<file path="config.mk">
export PLATFORM = sky130hd
export DESIGN_NAME = sccreg_port
export DESIGN_NICKNAME = d
export VERILOG_FILES = /design/src/rtl/sccreg_port.sv
export SDC_FILE = /design/constraint.sdc
export NUM_CORES = 1
export LEC_CHECK = 0
export BUFFER_PORTS_ARGS = -buffer_cell sky130_fd_sc_hd__buf_2
export CAP_MARGIN = 20
export CORE_MARGIN = 2
export CORE_UTILIZATION = 35
export DETAILED_ROUTE_END_ITERATION = 8
export GPL_ROUTABILITY_DRIVEN = 1
export SYNTH_ARGS = -nofsm -noshare
export SYNTH_HDL_FRONTEND = slang
export SYNTH_SLANG_ARGS = --single-unit
</file>
<file path="constraint.sdc">
create_clock -name clk -period 2.4 [get_ports clk]
set_input_delay 0.24 -clock clk [delete_from_list [all_inputs] [get_ports clk]]
set_output_delay 0.24 -clock clk [all_outputs]
set_load 0.01 [all_outputs]
</file>
<file path="src/rtl/sccreg_port.sv">
`timescale 1ns/1ps
module sccreg_port #(
  parameter int          DW          = 8,
  parameter int          NREG        = 16,
  parameter logic [1:0]  CTRL_OFS    = 2'd0,
  parameter logic [1:0]  DATA_OFS    = 2'd2,
  parameter int          HIGH_BASE   = 8,
  parameter int          BUF_IDX     = 8,
  parameter int          COND_IDX    = 1,
  parameter logic [2:0]  PT_HIGH_CMD = 3'b001,
  parameter logic [15:0] RDBACK_MASK = 16'hB000
) (
  input  logic             clk,
  input  logic             rst,
  input  logic             acc_en,
  input  logic             acc_wr,
  input  logic [1:0]       acc_addr,
  input  logic [DW-1:0]    acc_wdata,
  output logic [DW-1:0]    acc_rdata,
  input  logic [DW-1:0]    ext_status,
  input  logic [DW-1:0]    rx_cond,
  input  logic [DW-1:0]    rx_byte,
  output logic [NREG-1:0]  wr_strobe,
  output logic [DW-1:0]    wr_value,
  output logic [NREG-1:0]  rd_strobe,
  output logic [NREG*DW-1:0] cfg_bank,
  output logic             ptr_busy
);
  localparam int IW = $clog2(NREG);
  localparam logic [IW-1:0] BUF_I  = IW'(BUF_IDX);
  localparam logic [IW-1:0] COND_I = IW'(COND_IDX);

  logic            armed;
  logic [IW-1:0]   ptr;
  logic [DW-1:0]   wreg [NREG];
  logic [DW-1:0]   rr_sel;

  wire ctl_acc = acc_en && (acc_addr == CTRL_OFS);
  wire dat_acc = acc_en && (acc_addr == DATA_OFS);
  wire [IW-1:0] tgt = armed ? ptr : '0;
  wire [IW-1:0] load_idx = IW'(acc_wdata[2:0]) +
                           ((acc_wdata[5:3] == PT_HIGH_CMD) ? IW'(HIGH_BASE) : '0);

  always_comb begin
    wr_strobe = '0;
    rd_strobe = '0;
    if (ctl_acc) begin
      if (acc_wr) wr_strobe[tgt] = 1'b1;
      else        rd_strobe[tgt] = 1'b1;
    end else if (dat_acc) begin
      if (acc_wr) wr_strobe[BUF_I] = 1'b1;
      else        rd_strobe[BUF_I] = 1'b1;
    end
  end

  always_comb begin
    rr_sel = '0;
    if (tgt == '0)               rr_sel = ext_status;
    else if (tgt == COND_I)      rr_sel = rx_cond;
    else if (tgt == BUF_I)       rr_sel = rx_byte;
    else if (RDBACK_MASK[tgt])   rr_sel = wreg[tgt];
  end

  assign acc_rdata = (dat_acc && !acc_wr) ? rx_byte :
                     (ctl_acc && !acc_wr) ? rr_sel  : '0;
  assign wr_value  = acc_wdata;
  assign ptr_busy  = armed;

  always_ff @(posedge clk) begin
    if (rst) begin
      armed <= 1'b0;
      ptr   <= '0;
      for (int i = 0; i < NREG; i++) wreg[i] <= '0;
    end else if (ctl_acc) begin
      if (armed) begin
        armed <= 1'b0;
        ptr   <= '0;
      end else if (acc_wr) begin
        ptr   <= load_idx;
        armed <= (load_idx != '0);
      end
      if (acc_wr && tgt != '0 && tgt != BUF_I) wreg[tgt] <= acc_wdata;
    end
  end

  for (genvar g = 0; g < NREG; g++) begin : g_bank
    assign cfg_bank[g*DW +: DW] = wreg[g];
  end
endmodule


</file>
# == Yosys cells after proc, flatten, opt, wreduce, memory -nomap -nowiden ==
# Memory sizes are Yosys's and may differ from the RTL's.
# Index checks and enable logic that the tools add are counted.
# totals
reg_bits,5
mem_bits_rw,128
mem_bits_ro,16
output_inout_bits,177
elab_cells,63
n_memories,2
# classes
n_addsub,1
order_cmp,2
eq_ne,5
n_mux,36
n_reduce_logical,15
# mem_list
memory,words,word_bits,read_ports,rd_clocked_by_memory_dff,write_ports,line_no,source
wreg,16,8,17,0,16,35,logic [DW-1:0] wreg [NREG];
(no name shown),16,1,1,0,0,61,else if (RDBACK_MASK[tgt]) rr_sel = wreg[tgt];
# op_table
op,n
$mux W8,9
$mux W16,2
$mux W4,5
$mux W1,17
$mux W7,2
$reduce_bool A4 Y1,2
$reduce_or A8 Y1,1
$logic_and A1 B1 Y1,7
$lt A4 B5 Y1 const B,1
$add A3 B4 Y4,1
$demux W1 S4,1
$eq A4 B1 Y1 const B,1
$eq A4 B4 Y1 const B,1
$ge A4 B1 Y1 const B,1
$logic_not A4 Y1,1
$ne A4 B4 Y1 const B,1
$eq A3 B1 Y1 const B,1
$eq A2 B2 Y1 const B,1
$logic_not A2 Y1,1
$reduce_and A2 Y1,1
$reduce_bool A2 Y1,1
$logic_not A1 Y1,1

# == Longest topological paths before layout ==
# Gate-level depths: netlist of the first run.
# depth
ltp_word,10
ltp_mapped,7

# == Worst setup path after synthesis of the first run ==
# Ideal clock, no wire load.
# synth_timing
path_kind,register to register
startpoint,register armed (netlist: ptr_busy)
endpoint,"memory wreg[1][0], enable pin"
setup_ns,0.329
arrival_time_ns,1.777
slack_ns,0.294
path_stages_with_launch,7
period_less_slack_ns,2.106
cell_sequence,dfxtp_1 > buf_4 > or3b_1 > buf_2 > or2_4 > nor3_4 > or2_1
# synth_rtl
element,line_no,source
"start, declared",33,logic armed;
"start signal, assigned",80,armed <= (load_idx != '0);
"end, declared",35,

# == Worst setup path in the final report of the first run ==
# layout_timing
startpoint,register ptr[2]
endpoint,output port acc_rdata[4]
# layout_via
elab_chain_cells,9
elab_cells_between_ends,13
cone_classes,eq/ne (2); mux (8); reduce/logical (1); memory (2)
# layout_lines
element,line_no,source
"start, declared",34,logic [IW-1:0] ptr;
"start signal, assigned",79,ptr <= load_idx;
$mux W4 *,40,wire [IW-1:0] tgt = armed ? ptr : '0;
$mem_v2 Z16 W1,n/a,
$mux W1 (implied by the code),61,
$mux W8,61,
$mux W8,60,else if (tgt == BUF_I) rr_sel = rx_byte;
$mux W8,59,else if (tgt == COND_I) rr_sel = rx_cond;
$mux W8 *,58,if (tgt == '0) rr_sel = ext_status;
$mux W8 *,65,(ctl_acc && !acc_wr) ? rr_sel : '0;
$mux W8 *,64,assign acc_rdata = (dat_acc && !acc_wr) ? rx_byte :
"end, declared",19,"output logic [DW-1:0] acc_rdata,"
# Every way passes the cells marked *; elsewhere a longest branch is shown, timed or not. The select of a mux whose other input is x is not followed.

==> metrics.txt, run 1 <==
Leakage Power 3.45 nW; cell area after synthesis 5990 um^2; synthesis-stage register bit count approximately 130; Endpoint, Worst Hold ptr_busy$_SDFFE_PP0P_; Worst setup SP type flop; Final Util 48.4%; met2 track utilization from global routing 31.8%; iteration count of the initial detailed-routing pass 4; CTS tree yes; number of warnings printed during yosys synthesis 0; CP max stage delay 0.45 ns; deepest clock path buffer count 2; largest net degree at the start of global routing 36; most congested layer reported by global routing met2; Post-synth EDFFs 128; Row Count between 40 and 50; via count of the first global-routing pass 4437; drt total wl around 18 mm; number of filler cells placed in the layout between 1000 and 1500; Placeable Area 16600 um^2; IO buf count 214; total global-route track usage 19.8%; Clk pin slew, worst setup/hold paths 0.06 ns; sequential share of the synthesized area ~66%; setup slack of the worst register-to-register path around 0.33 ns; Syn-to-layout area delta 34.4%; overall die area around 18000 um^2; worst reg-to-reg path cell count 4; Max transition margin approximately 60%; share of async-settable or async-resettable flops after synthesis 0%; cell types occupying the most area after synthesis sky130_fd_sc_hd__edfxtp_1, sky130_fd_sc_hd__and2_1, sky130_fd_sc_hd__nor2_1; grt ovf 0; DP HPWL about 13 mm; number of DRC violations after detailed-routing iteration 0 approximately 260; actual slew at the worst max-slew pin 0.599 ns; Crit Path Max Fanout 7; total setup violations reported at the end of the flow 0; minimum period implied by the final worst setup slack 2.32 ns; WL/cell 19.2 um; origin of the critical flop-to-flop path ptr_busy$_SDFFE_PP0P_; CTS Root Cell sky130_fd_sc_hd__clkbuf_16; average size of a mapped cell 13.1 um^2; total I/O pin count 215; cell types with the highest counts after synthesis sky130_fd_sc_hd__edfxtp_1, sky130_fd_sc_hd__and2_1, sky130_fd_sc_hd__nor2_1, sky130_fd_sc_hd__clkbuf_1, sky130_fd_sc_hd__a22oi_1; highest clock frequency the design can meet around 0.43 GHz; summed negative setup slack over all endpoints 0 ns; area taken by flip-flops and latches 3950 um^2; die extent in x 135 um; Die Ht 135 um; ratio of cells with drive above 1 in the final layout 44.5%; met1 Track Usage GR 26.5%; setup repair after global routing missed its margin no; antenna violations before repair 0; capture instance of the worst register-to-register path wreg[1][5]$_SDFFCE_PN0P_; clock buffer count from CTS 17; P per Cell Area about 690 nW/um^2; critical path required time roughly 2.2 ns; H-tree depth 4; Hold Path Depth 4; Worst setup startpoint ptr[2]$_SDFFE_PP0P_; period utilization 96.8%; Crit-path slowest cell sky130_fd_sc_hd__or3_1; Max VDD drop 0.470 mV; leading cell type by number of instances after synthesis sky130_fd_sc_hd__edfxtp_1; critical path capture point type output port; Data arrival, critical path 2.08 ns; antenna fix cells 0; Clock Skews 0.00683 ns; initial core utilization 36.0%; number of unique standard cell types used by synthesis 51; first-pass GRT wire length 26.2 mm; run status finished clean; CP Cell Sequence buf_4, or3_1, o21ai_0, a31oi_1, o21ai_1, buf_2; detailed-route vias per instance 4.89; DRC violations left 0; largest area contributor in the synthesized netlist sky130_fd_sc_hd__edfxtp_1; final max-slew violation count 0; synthesized instance count roughly 460; WS Path Type reg2out; hold violation count in the final report 0; reported max-cap violation count 0; total via count in the routed design about 4500; type of the most critical hold path in2reg; TritonCTS sink count ~130; nets@finish roughly 740; weighted congestion reported at the end of routability-driven placement 0.864; Min-Delay Startpoint acc_en; met3 global-route usage roughly 4.6%; insertion delay of the later-clocked pin in the worst-skew pair 0.41 ns; final antenna-violating net count 0; most used flip-flop cell after synthesis sky130_fd_sc_hd__edfxtp_1; multi-input combinational cell area 1940 um^2; top-area cell type share of the netlist area 64.1%
-- final cells by class --
cell class / instances / area share, %
multi-input cells: 300 / 24.1
flip-flops and latches: 133 / 49.1
well taps: 220 / 3.42
repair buffers: 244 / 16.1
clock buffers: 17 / 5.28
clock inverters: 15 / 1.91
inverters: 1 / 0.0466
-- registers in the layout, summed over array words and instances (netlist names) --
| register | flops |
|---|---|
| ptr | 4 |
| ptr_busy | 1 |
| wreg | 128 |
-- per-stage QoR --
stage               setup WS (ns)  hold WS [ns]  power (W)  std cells  instance area (um^2)
global route              0.00358         0.285    0.00573        930                  8050
CTS                       0.00729         0.231    0.00561        930                  8020
detailed placement          0.211         0.649    0.00308        898                  7430
global placement            0.338         0.636    0.00308        898                  7430
finish                     0.0760         0.252    0.00556        930                  8050
floorplan                   0.294         0.403    0.00288        471                  6050
-- repair_timing --
action / in CTS / in global routing
hold buffers: 0 / 0
buffers inserted: 0 / 0
pin swaps: 0 / 1
endpoints found under the setup margin: 8 / 8
gates resized for setup: 8 / 8
hold endpoints to repair: 0 / 0
-- cells by family after synthesis --
group | share of synthesized area (%)
simple gates | 23.1
flops | 65.8
compound gates | 6.45
buf+inv | 3.26
mux | 1.32
other cells | 0.0626
-- power by group --
group,switching [W],total [W],internal (W)
logic,0.000243,0.000371,0.000128
clock network,0.000988,0.00252,0.00153
registers,0.0000375,0.00267,0.00263
total,0.00127,0.00556,0.00429
-- routing by layer --
metal  wire, um  vias up
li1           -     2103
met1       7830     2193
met2       8380      227
met3       1300       24
met4        329        0
met5          0        -
-- worst max-delay path by stage --
stage	depth (start not counted)	endpoint
after floorplan	6	wreg[1][0]$_SDFFCE_PN0P_
after global placement	6	acc_rdata[4]
after detailed placement	4	wreg[1][4]$_SDFFCE_PN0P_
after CTS	6	acc_rdata[1]
after global routing	5	acc_rdata[6]
final	6	acc_rdata[4]
-- critical path, delay by kind of cell (launching register included) --
family,cells,cell delay (ns)
and+or+nand+nor,1,0.45
buffers and inverters,2,0.37
DFF,1,0.36
AOI/OAI and AO/OA,3,0.49
-- placed cells by master, fill, tap and decap left out, types with 2 or more instances in the layout --
master / instances
sky130_fd_sc_hd__bufinv_16: 2
sky130_fd_sc_hd__nor3_2: 11
sky130_fd_sc_hd__nor2b_1: 6
sky130_fd_sc_hd__conb_1: 16
sky130_fd_sc_hd__a22oi_1: 14
sky130_fd_sc_hd__mux2_2: 7
sky130_fd_sc_hd__buf_2: 214
sky130_fd_sc_hd__dfxtp_4: 2
sky130_fd_sc_hd__buf_4: 29
sky130_fd_sc_hd__clkinv_4: 4
sky130_fd_sc_hd__nor2_1: 33
sky130_fd_sc_hd__clkbuf_16: 17
sky130_fd_sc_hd__nand2b_1: 5
sky130_fd_sc_hd__nor4bb_1: 2
sky130_fd_sc_hd__or2_2: 4
sky130_fd_sc_hd__o22a_1: 5
sky130_fd_sc_hd__nand3_1: 3
sky130_fd_sc_hd__o31ai_1: 4
sky130_fd_sc_hd__dfxtp_1: 3
sky130_fd_sc_hd__nor4_2: 3
sky130_fd_sc_hd__clkinv_2: 5
sky130_fd_sc_hd__nand2_1: 8
sky130_fd_sc_hd__nor2b_2: 2
sky130_fd_sc_hd__inv_6: 3
sky130_fd_sc_hd__o21ai_0: 6
sky130_fd_sc_hd__a21oi_1: 11
sky130_fd_sc_hd__and2_1: 112
sky130_fd_sc_hd__or2_1: 12
sky130_fd_sc_hd__edfxtp_1: 128
sky130_fd_sc_hd__nor3_1: 7
sky130_fd_sc_hd__o21ai_1: 3
No activity file was read; power rests on OpenSTA's default activity.
==> inputs of run 2 (changes only) <==
--- a/config.mk
+++ b/config.mk
@@ -11,6 +11,7 @@
 export CORE_UTILIZATION = 35
 export DETAILED_ROUTE_END_ITERATION = 8
 export GPL_ROUTABILITY_DRIVEN = 1
+export GPL_TIMING_DRIVEN = 0
 export SYNTH_ARGS = -nofsm -noshare
 export SYNTH_HDL_FRONTEND = slang
 export SYNTH_SLANG_ARGS = --single-unit
==> run 2 against run 1 <==
  * The run now ends with setup timing left
  * Routed wire length decreased by 0.15%
  * Via count is 0.88% higher
  * Clock skew grew 0.010 ns
  * Clock power rose by 15%
  * Die area is the same
  * Largest power group is now the clock network
  * First-iteration DRC count increased by 2.3%
==> metrics.txt, run 2 (synthesized netlist as in run 1, its figures left out) <==
Die Ht 135 um (unchanged); capture instance of the worst register-to-register path wreg[3][5]$_SDFFCE_PN0P_; total via count in the routed design 4587 (+0.88%); final antenna-violating net count 0 (unchanged); minimum period implied by the final worst setup slack 2.45 ns (+0.123 ns); highest clock frequency the design can meet 0.409 GHz (-5.0%); overall die area 18200 um^2 (unchanged); CP Cell Sequence buf_6, buf_12, mux2_2, a32oi_2, nor3_1, a221o_1, buf_2; setup repair after global routing missed its margin yes; nets@finish 746 (+1.5%); DRC violations left 0 (unchanged); origin of the critical flop-to-flop path ptr[0]$_SDFFE_PP0P_; Max transition margin 39.4% (-20 points); Total Power 0.00597 W (+7.5%); WS Path Type reg2out; Worst setup startpoint ptr[1]$_SDFFE_PP0P_; actual slew at the worst max-slew pin 0.907 ns (+0.308 ns); Critical path destination acc_rdata[6]; sequential power share 44.6% (-3.4 points); Min-Delay Startpoint acc_wdata[6]; weighted congestion reported at the end of routability-driven placement 0.873 (+1.0%); first-pass GRT wire length 26.3 mm (+0.47%); CTS tree yes; run status complete, but fails checks; total I/O pin count 215 (unchanged); drt total wl 17.8 mm (-0.15%); max reg flops 128 (unchanged); met3 global-route usage 5.67% (+1.1 points); Final Worst Setup Slack -0.0470 ns (-0.123 ns); Clk pin slew, worst setup/hold paths 0.07 ns (about the same); Crit Path Max Fanout 10 (+3); H-tree depth 4 (unchanged); met2 track utilization from global routing 32.0% (+0.14 points); initial core utilization 36.0% (unchanged); TritonCTS sink count 133 (unchanged); total setup violations reported at the end of the flow 1 (+1); antenna violations before repair 0 (unchanged); P per Cell Area 724 nW/um^2 (+4.9%); antenna fix cells 0 (unchanged); met1 Track Usage GR 25.6% (-0.91 points); number of DRC violations after detailed-routing iteration 0 262 (+2.3%); worst reg-to-reg path cell count 5 (+1); Worst setup SP type flop; total global-route track usage 19.8% (+0.041 points); final max-slew violation count 0 (unchanged); insertion delay of the later-clocked pin in the worst-skew pair 0.43 ns (+0.02 ns); Final Util 49.6% (+1.2 points); ratio of cells with drive above 1 in the final layout 43.4% (-1.1 points); period utilization 102% (+5.1 points); portion of total power attributed to the clock network 48.8% (+3.4 points); leading cell type in the layout, fill and taps excluded sky130_fd_sc_hd__buf_2; internal power consumption 0.00471 W (+9.9%); type of the most critical hold path in2reg; die extent in x 135 um (unchanged); Switching Fraction 21.1% (-1.8 points); deepest clock path buffer count 2 (unchanged); total placed instance area 7400 um^2 (-0.45%); Data arrival, critical path 2.21 ns (+0.13 ns); CP max stage delay 0.36 ns (-0.09 ns); clock buffer count from CTS 17 (unchanged); portion of total power attributed to combinational logic 6.7% (about the same); Max VDD drop 0.465 mV (-1.0%); setup slack of the worst register-to-register path 0.10 ns (-0.23 ns); via count of the first global-routing pass 4450 (+0.29%); largest net degree at the start of global routing 17 (-53%); critical path required time 2.16 ns (about the same); most frequent cells in the layout sky130_fd_sc_hd__buf_2, sky130_fd_sc_hd__edfxtp_1, sky130_fd_sc_hd__and2_1, sky130_fd_sc_hd__nor2_1, sky130_fd_sc_hd__clkbuf_16; Clock Skews 0.0170 ns (+0.0102 ns); top register by number of flip-flops wreg; Placeable Area 16600 um^2 (unchanged); Syn-to-layout area delta 37.6%; grt ovf 0 (unchanged); reported max-cap violation count 0 (unchanged); detailed-route vias per instance 4.87 (-0.30%); WL/cell 18.9 um (-1.3%); DP HPWL 12.8 mm (+0.40%); hold violation count in the final report 0 (unchanged); failing checks setup timing; critical path capture point type output port; CTS Root Cell sky130_fd_sc_hd__clkbuf_16; power dissipated by switching net loads 0.00126 W (-0.83%); most congested layer reported by global routing met2; Row Count 47 (unchanged); iteration count of the initial detailed-routing pass 4 (unchanged); Crit-path slowest cell sky130_fd_sc_hd__dfxtp_2; IO buf count 214 (unchanged); Leakage Power 3.60 nW (+4.5%); Placement Setup Slack -0.213 ns (-0.424 ns); number of filler cells placed in the layout 1485 (-0.27%); design area 8250 um^2 (+2.4%)
run 2: cell types whose count changed in the layout (fill, tap and decap cells not counted), moves of 3 or more:
cell                        delta
sky130_fd_sc_hd__buf_4        -14
sky130_fd_sc_hd__clkbuf_1     +14
sky130_fd_sc_hd__nor3_2        -8
sky130_fd_sc_hd__nor3_4        +8
sky130_fd_sc_hd__bufinv_16     +4
sky130_fd_sc_hd__buf_2         +3
sky130_fd_sc_hd__buf_6         +3
sky130_fd_sc_hd__clkinv_2      -3
sky130_fd_sc_hd__clkinv_4      -3
run 2: critical path, delay by kind of cell (launching register included):
kind / cells / cell delay, ns
compound gates: 2 / 0.54
buf+inv: 3 / 0.42
flops: 1 / 0.36
mux: 1 / 0.35
simple gates: 1 / 0.10
run 2: metrics by stage:
| step | cells | hold slack (ns) | setup TNS [ns] |
|---|---|---|---|
| CTS | 941 | 0.191 | -0.130 |
| finish | 941 | 0.216 | -0.0470 |
| global route | 941 | 0.210 | -0.795 |
| global placement | 905 | 0.630 | -5.42 |
| detailed placement | 905 | 0.630 | -5.53 |
| floorplan | 471 | 0.403 | 0 |
run 2: how the worst min path moves through the flow:
| stage | depth (start not counted) | endpoint | slack, ns |
|---|---|---|---|
| global route | 2 | wreg[13][6]$_SDFFCE_PN0P_ | 0.21 |
| floorplan | 2 | ptr[0]$_SDFFE_PP0P_ | 0.40 |
| detailed placement | 2 | wreg[15][6]$_SDFFCE_PN0P_ | 0.63 |
| global placement | 2 | wreg[15][6]$_SDFFCE_PN0P_ | 0.63 |
| CTS | 2 | wreg[15][6]$_SDFFCE_PN0P_ | 0.19 |
| finish | 2 | wreg[14][6]$_SDFFCE_PN0P_ | 0.22 |
run 2: cell type report:
cell class,instances,area (um^2),area share [%]
Clock buffer,18,429,5.20
Timing Repair Buffer,218,1100,13.3
Inverter,1,3.75,0.0455
Multi-Input combinational cell,300,2020,24.5
Buffer,37,240,2.91
Sequential cell,133,3950,47.8
Tap cell,220,275,3.34
Clock inverter,14,230,2.79
run 2: metal layers:
layer / share of wire, % / vias to the layer above
li1: - / 2131
met1: 42 / 2182
met2: 48 / 245
met3: 8.4 / 29
met4: 2.2 / 0
met5: 0 / -
run 2: what timing repair did:
| item | 4_1_cts | 5_1_grt |
|---|---|---|
| endpoints found under the hold margin | 0 | 0 |
| buffers inserted | 4 | 0 |
| resized for setup | 28 | 17 |
| pin swaps | 0 | 3 |
| hold buffers | 0 | 0 |
| endpoints found under the setup margin | 56 | 95 |
| gates cloned | 0 | 0 |
run 2: power by group through the flow:
stage | Clock [W] | Combinational [W] | Sequential [W]
4_1_cts | 0.00294 | 0.000398 | 0.00266
2_1_floorplan | 0 | 0.000127 | 0.00275
3_5_place_dp | 0 | 0.000389 | 0.00271
3_3_place_gp | 0 | 0.000385 | 0.00271
5_1_grt | 0.00303 | 0.000430 | 0.00267
6_report | 0.00291 | 0.000398 | 0.00266
==> inputs of run 3 (changes only) <==
--- a/config.mk
+++ b/config.mk
@@ -9,6 +9,7 @@
 export CAP_MARGIN = 20
 export CORE_MARGIN = 2
 export CORE_UTILIZATION = 35
+export CTS_CLUSTER_SIZE = 30
 export DETAILED_ROUTE_END_ITERATION = 8
 export GPL_ROUTABILITY_DRIVEN = 1
 export GPL_TIMING_DRIVEN = 0
==> constraint.sdc (replaced) <==
create_clock -name clk -period 2.4 [get_ports clk]
set_input_delay 0.48 -clock clk [delete_from_list [all_inputs] [get_ports clk]]
set_output_delay 0.48 -clock clk [all_outputs]
set_load 0.01 [all_outputs]
==> run 3 against run 2 <==
  * The run still ends with setup timing left
  * Sequential share of layout area down 1.7 points
  * Via count up 2.5%
  * Register-to-register slack about the same
  * Critical path depth unchanged
  * Cell count up 2.6%
  * Count of clock-buffer cells in the layout unchanged
  * Routed wire length up 2.2%
  * Hold slack better by 0.23 ns
  * First-iteration DRC count up 15%
==> metrics.txt, run 3 (synthesized netlist as in run 1, its figures left out) <==
run status complete, but fails checks; failing checks setup timing; ratio of cells with drive above 1 in the final layout 47.9% (+4.5 points); nets@finish 770 (+3.2%); Clock Skews 0.0149 ns (-0.00214 ns); WS Path Type reg2out; final max-slew violation count 0 (unchanged); H-tree depth 4 (unchanged); Crit Path Max Fanout 5 (-5); total I/O pin count 215 (unchanged); top register by number of flip-flops wreg; max reg flops 128 (unchanged); design area 8570 um^2 (+3.9%); reported max-cap violation count 0 (unchanged); P per Cell Area 700 nW/um^2 (-3.4%); actual slew at the worst max-slew pin 0.742 ns (-0.165 ns); grt ovf 0 (unchanged); clock buffer count from CTS 17 (unchanged); cts hold-fix bufs 0 (unchanged); most frequent cells in the layout sky130_fd_sc_hd__buf_2, sky130_fd_sc_hd__edfxtp_1, sky130_fd_sc_hd__and2_1, sky130_fd_sc_hd__buf_4, sky130_fd_sc_hd__nor2_1; detailed-route vias per instance 4.87 (about the same); power dissipated by switching net loads 0.00127 W (+0.70%); portion of total power attributed to combinational logic 7.1% (+0.4 points); CTS Root Cell sky130_fd_sc_hd__clkbuf_16; portion of total power attributed to the clock network 48.6% (-0.2 points); Placeable Area 16600 um^2 (unchanged); critical path required time 1.92 ns (-0.24 ns); number of filler cells placed in the layout 1466 (-1.3%); hold violation count in the final report 0 (unchanged); Row Count 47 (unchanged); DRC violations left 0 (unchanged); antenna violations before repair 0 (unchanged); period utilization 107% (+4.9 points); Syn-to-layout area delta 43.1%; type of the most critical hold path in2reg; total placed instance area 7400 um^2 (unchanged); weighted congestion reported at the end of routability-driven placement 0.873 (unchanged); total global-route track usage 20.2% (+0.35 points); Die Ht 135 um (unchanged); Clk pin slew, worst setup/hold paths 0.07 ns (about the same); setup slack of the worst register-to-register path 0.09 ns (about the same); TritonCTS sink count 133 (unchanged); antenna fix cells 0 (unchanged); drt total wl 18.2 mm (+2.2%); largest net degree at the start of global routing 17 (unchanged); Final Worst Setup Slack -0.164 ns (-0.117 ns); Total Power 0.00600 W (+0.45%); Worst setup SP type flop; final worst hold slack 0.451 ns (+0.235 ns); Data arrival, critical path 2.08 ns (-0.13 ns); Max transition margin 50.5% (+11 points); leading cell type in the layout, fill and taps excluded sky130_fd_sc_hd__buf_2; insertion delay of the later-clocked pin in the worst-skew pair 0.42 ns (about the same); highest clock frequency the design can meet 0.390 GHz (-4.5%); CTS tree yes; total via count in the routed design 4701 (+2.5%); Switching Fraction 21.1% (+0.052 points); die extent in x 135 um (unchanged); Final Util 51.5% (+2.0 points); overall die area 18200 um^2 (unchanged); total setup violations reported at the end of the flow 8 (+7); critical path capture point type output port; internal power consumption 0.00473 W (+0.39%); DP HPWL 12.8 mm (unchanged); iteration count of the initial detailed-routing pass 5 (+1); via count of the first global-routing pass 4550 (+2.2%); initial core utilization 36.0% (unchanged); minimum period implied by the final worst setup slack 2.56 ns (+0.117 ns); WL/cell 18.9 um (-0.31%); final antenna-violating net count 0 (unchanged); Leakage Power 3.72 nW (+3.1%); summed negative setup slack over all endpoints -0.674 ns (-0.627 ns); first-pass GRT wire length 26.8 mm (+1.9%); deepest clock path buffer count 2 (unchanged); IO buf count 214 (unchanged); setup repair after global routing missed its margin yes; number of DRC violations after detailed-routing iteration 0 300 (+15%); Max VDD drop 0.465 mV (about the same); sequential power share 44.4% (-0.2 points)
-- run 3: cell types whose count changed in the layout (fill, tap and decap cells not counted), sizes merged --
cell,before,now
clkbuf,35,32
buf,238,265
-- run 3: per-stage QoR --
stage / setup slack (ns) / cells
3_3_place_gp: -0.408 / 905
4_1_cts: -0.217 / 952
2_1_floorplan: 0.175 / 471
5_1_grt: -0.189 / 965
3_5_place_dp: -0.433 / 905
6_report: -0.164 / 965
-- run 3: path summary, 6_finish.rpt --
| kind | depth (start not counted) | startpoint | endpoint |
|---|---|---|---|
| max | 7 | ptr[1]$_SDFFE_PP0P_ | acc_rdata[6] |
| min | 2 | acc_wdata[6] | wreg[14][6]$_SDFFCE_PN0P_ |
| max reg2reg | 5 | ptr[1]$_SDFFE_PP0P_ | wreg[13][1]$_SDFFCE_PN0P_ |
| min reg2reg | 3 | ptr[2]$_SDFFE_PP0P_ | ptr[2]$_SDFFE_PP0P_ |
-- run 3: layer usage --
layer | track usage [%] | vias up | routed length (um)
li1 | - | 2175 | -
met1 | 25.3 | 2240 | 7430
met2 | 32.3 | 254 | 8700
met3 | 6.04 | 32 | 1550
met4 | 8.89 | 0 | 528
met5 | 0 | - | 0
-- run 3: final cells by class --
cell class              instances  area [um^2]  area share [%]
well taps                     220          275            3.21
clock buffers                  18          429            5.01
multi-input cells             300         2100            24.5
repair buffers                246         1330            15.5
inverters                       1         3.75          0.0438
plain buffers                  33          256            2.99
flip-flops and latches        133         3950            46.1
clock inverters                14          230            2.68
-- run 3: repair_timing --
item	in CTS	in global routing
setup buffers	17	15
hold endpoints to repair	0	0
setup endpoints to repair	80	47
gates resized for setup	56	29
pin swaps	17	17
-- run 3: power by group through the flow --
stage | clock network [W] | logic, W | registers (W)
4_1_cts | 0.00294 | 0.000412 | 0.00266
3_3_place_gp | 0 | 0.000385 | 0.00271
6_report | 0.00291 | 0.000424 | 0.00266
3_5_place_dp | 0 | 0.000389 | 0.00271
5_1_grt | 0.00303 | 0.000458 | 0.00267
2_1_floorplan | 0 | 0.000127 | 0.00275
-- run 3: worst max-delay path: stages (launching register included) --
cell                      delay [ns]
sky130_fd_sc_hd__dfxtp_2        0.34
sky130_fd_sc_hd__buf_6          0.13
sky130_fd_sc_hd__buf_12         0.12
sky130_fd_sc_hd__mux2_4         0.30
sky130_fd_sc_hd__a32oi_2        0.25
sky130_fd_sc_hd__nor3_2         0.07
sky130_fd_sc_hd__a221o_1        0.29
sky130_fd_sc_hd__buf_2          0.15
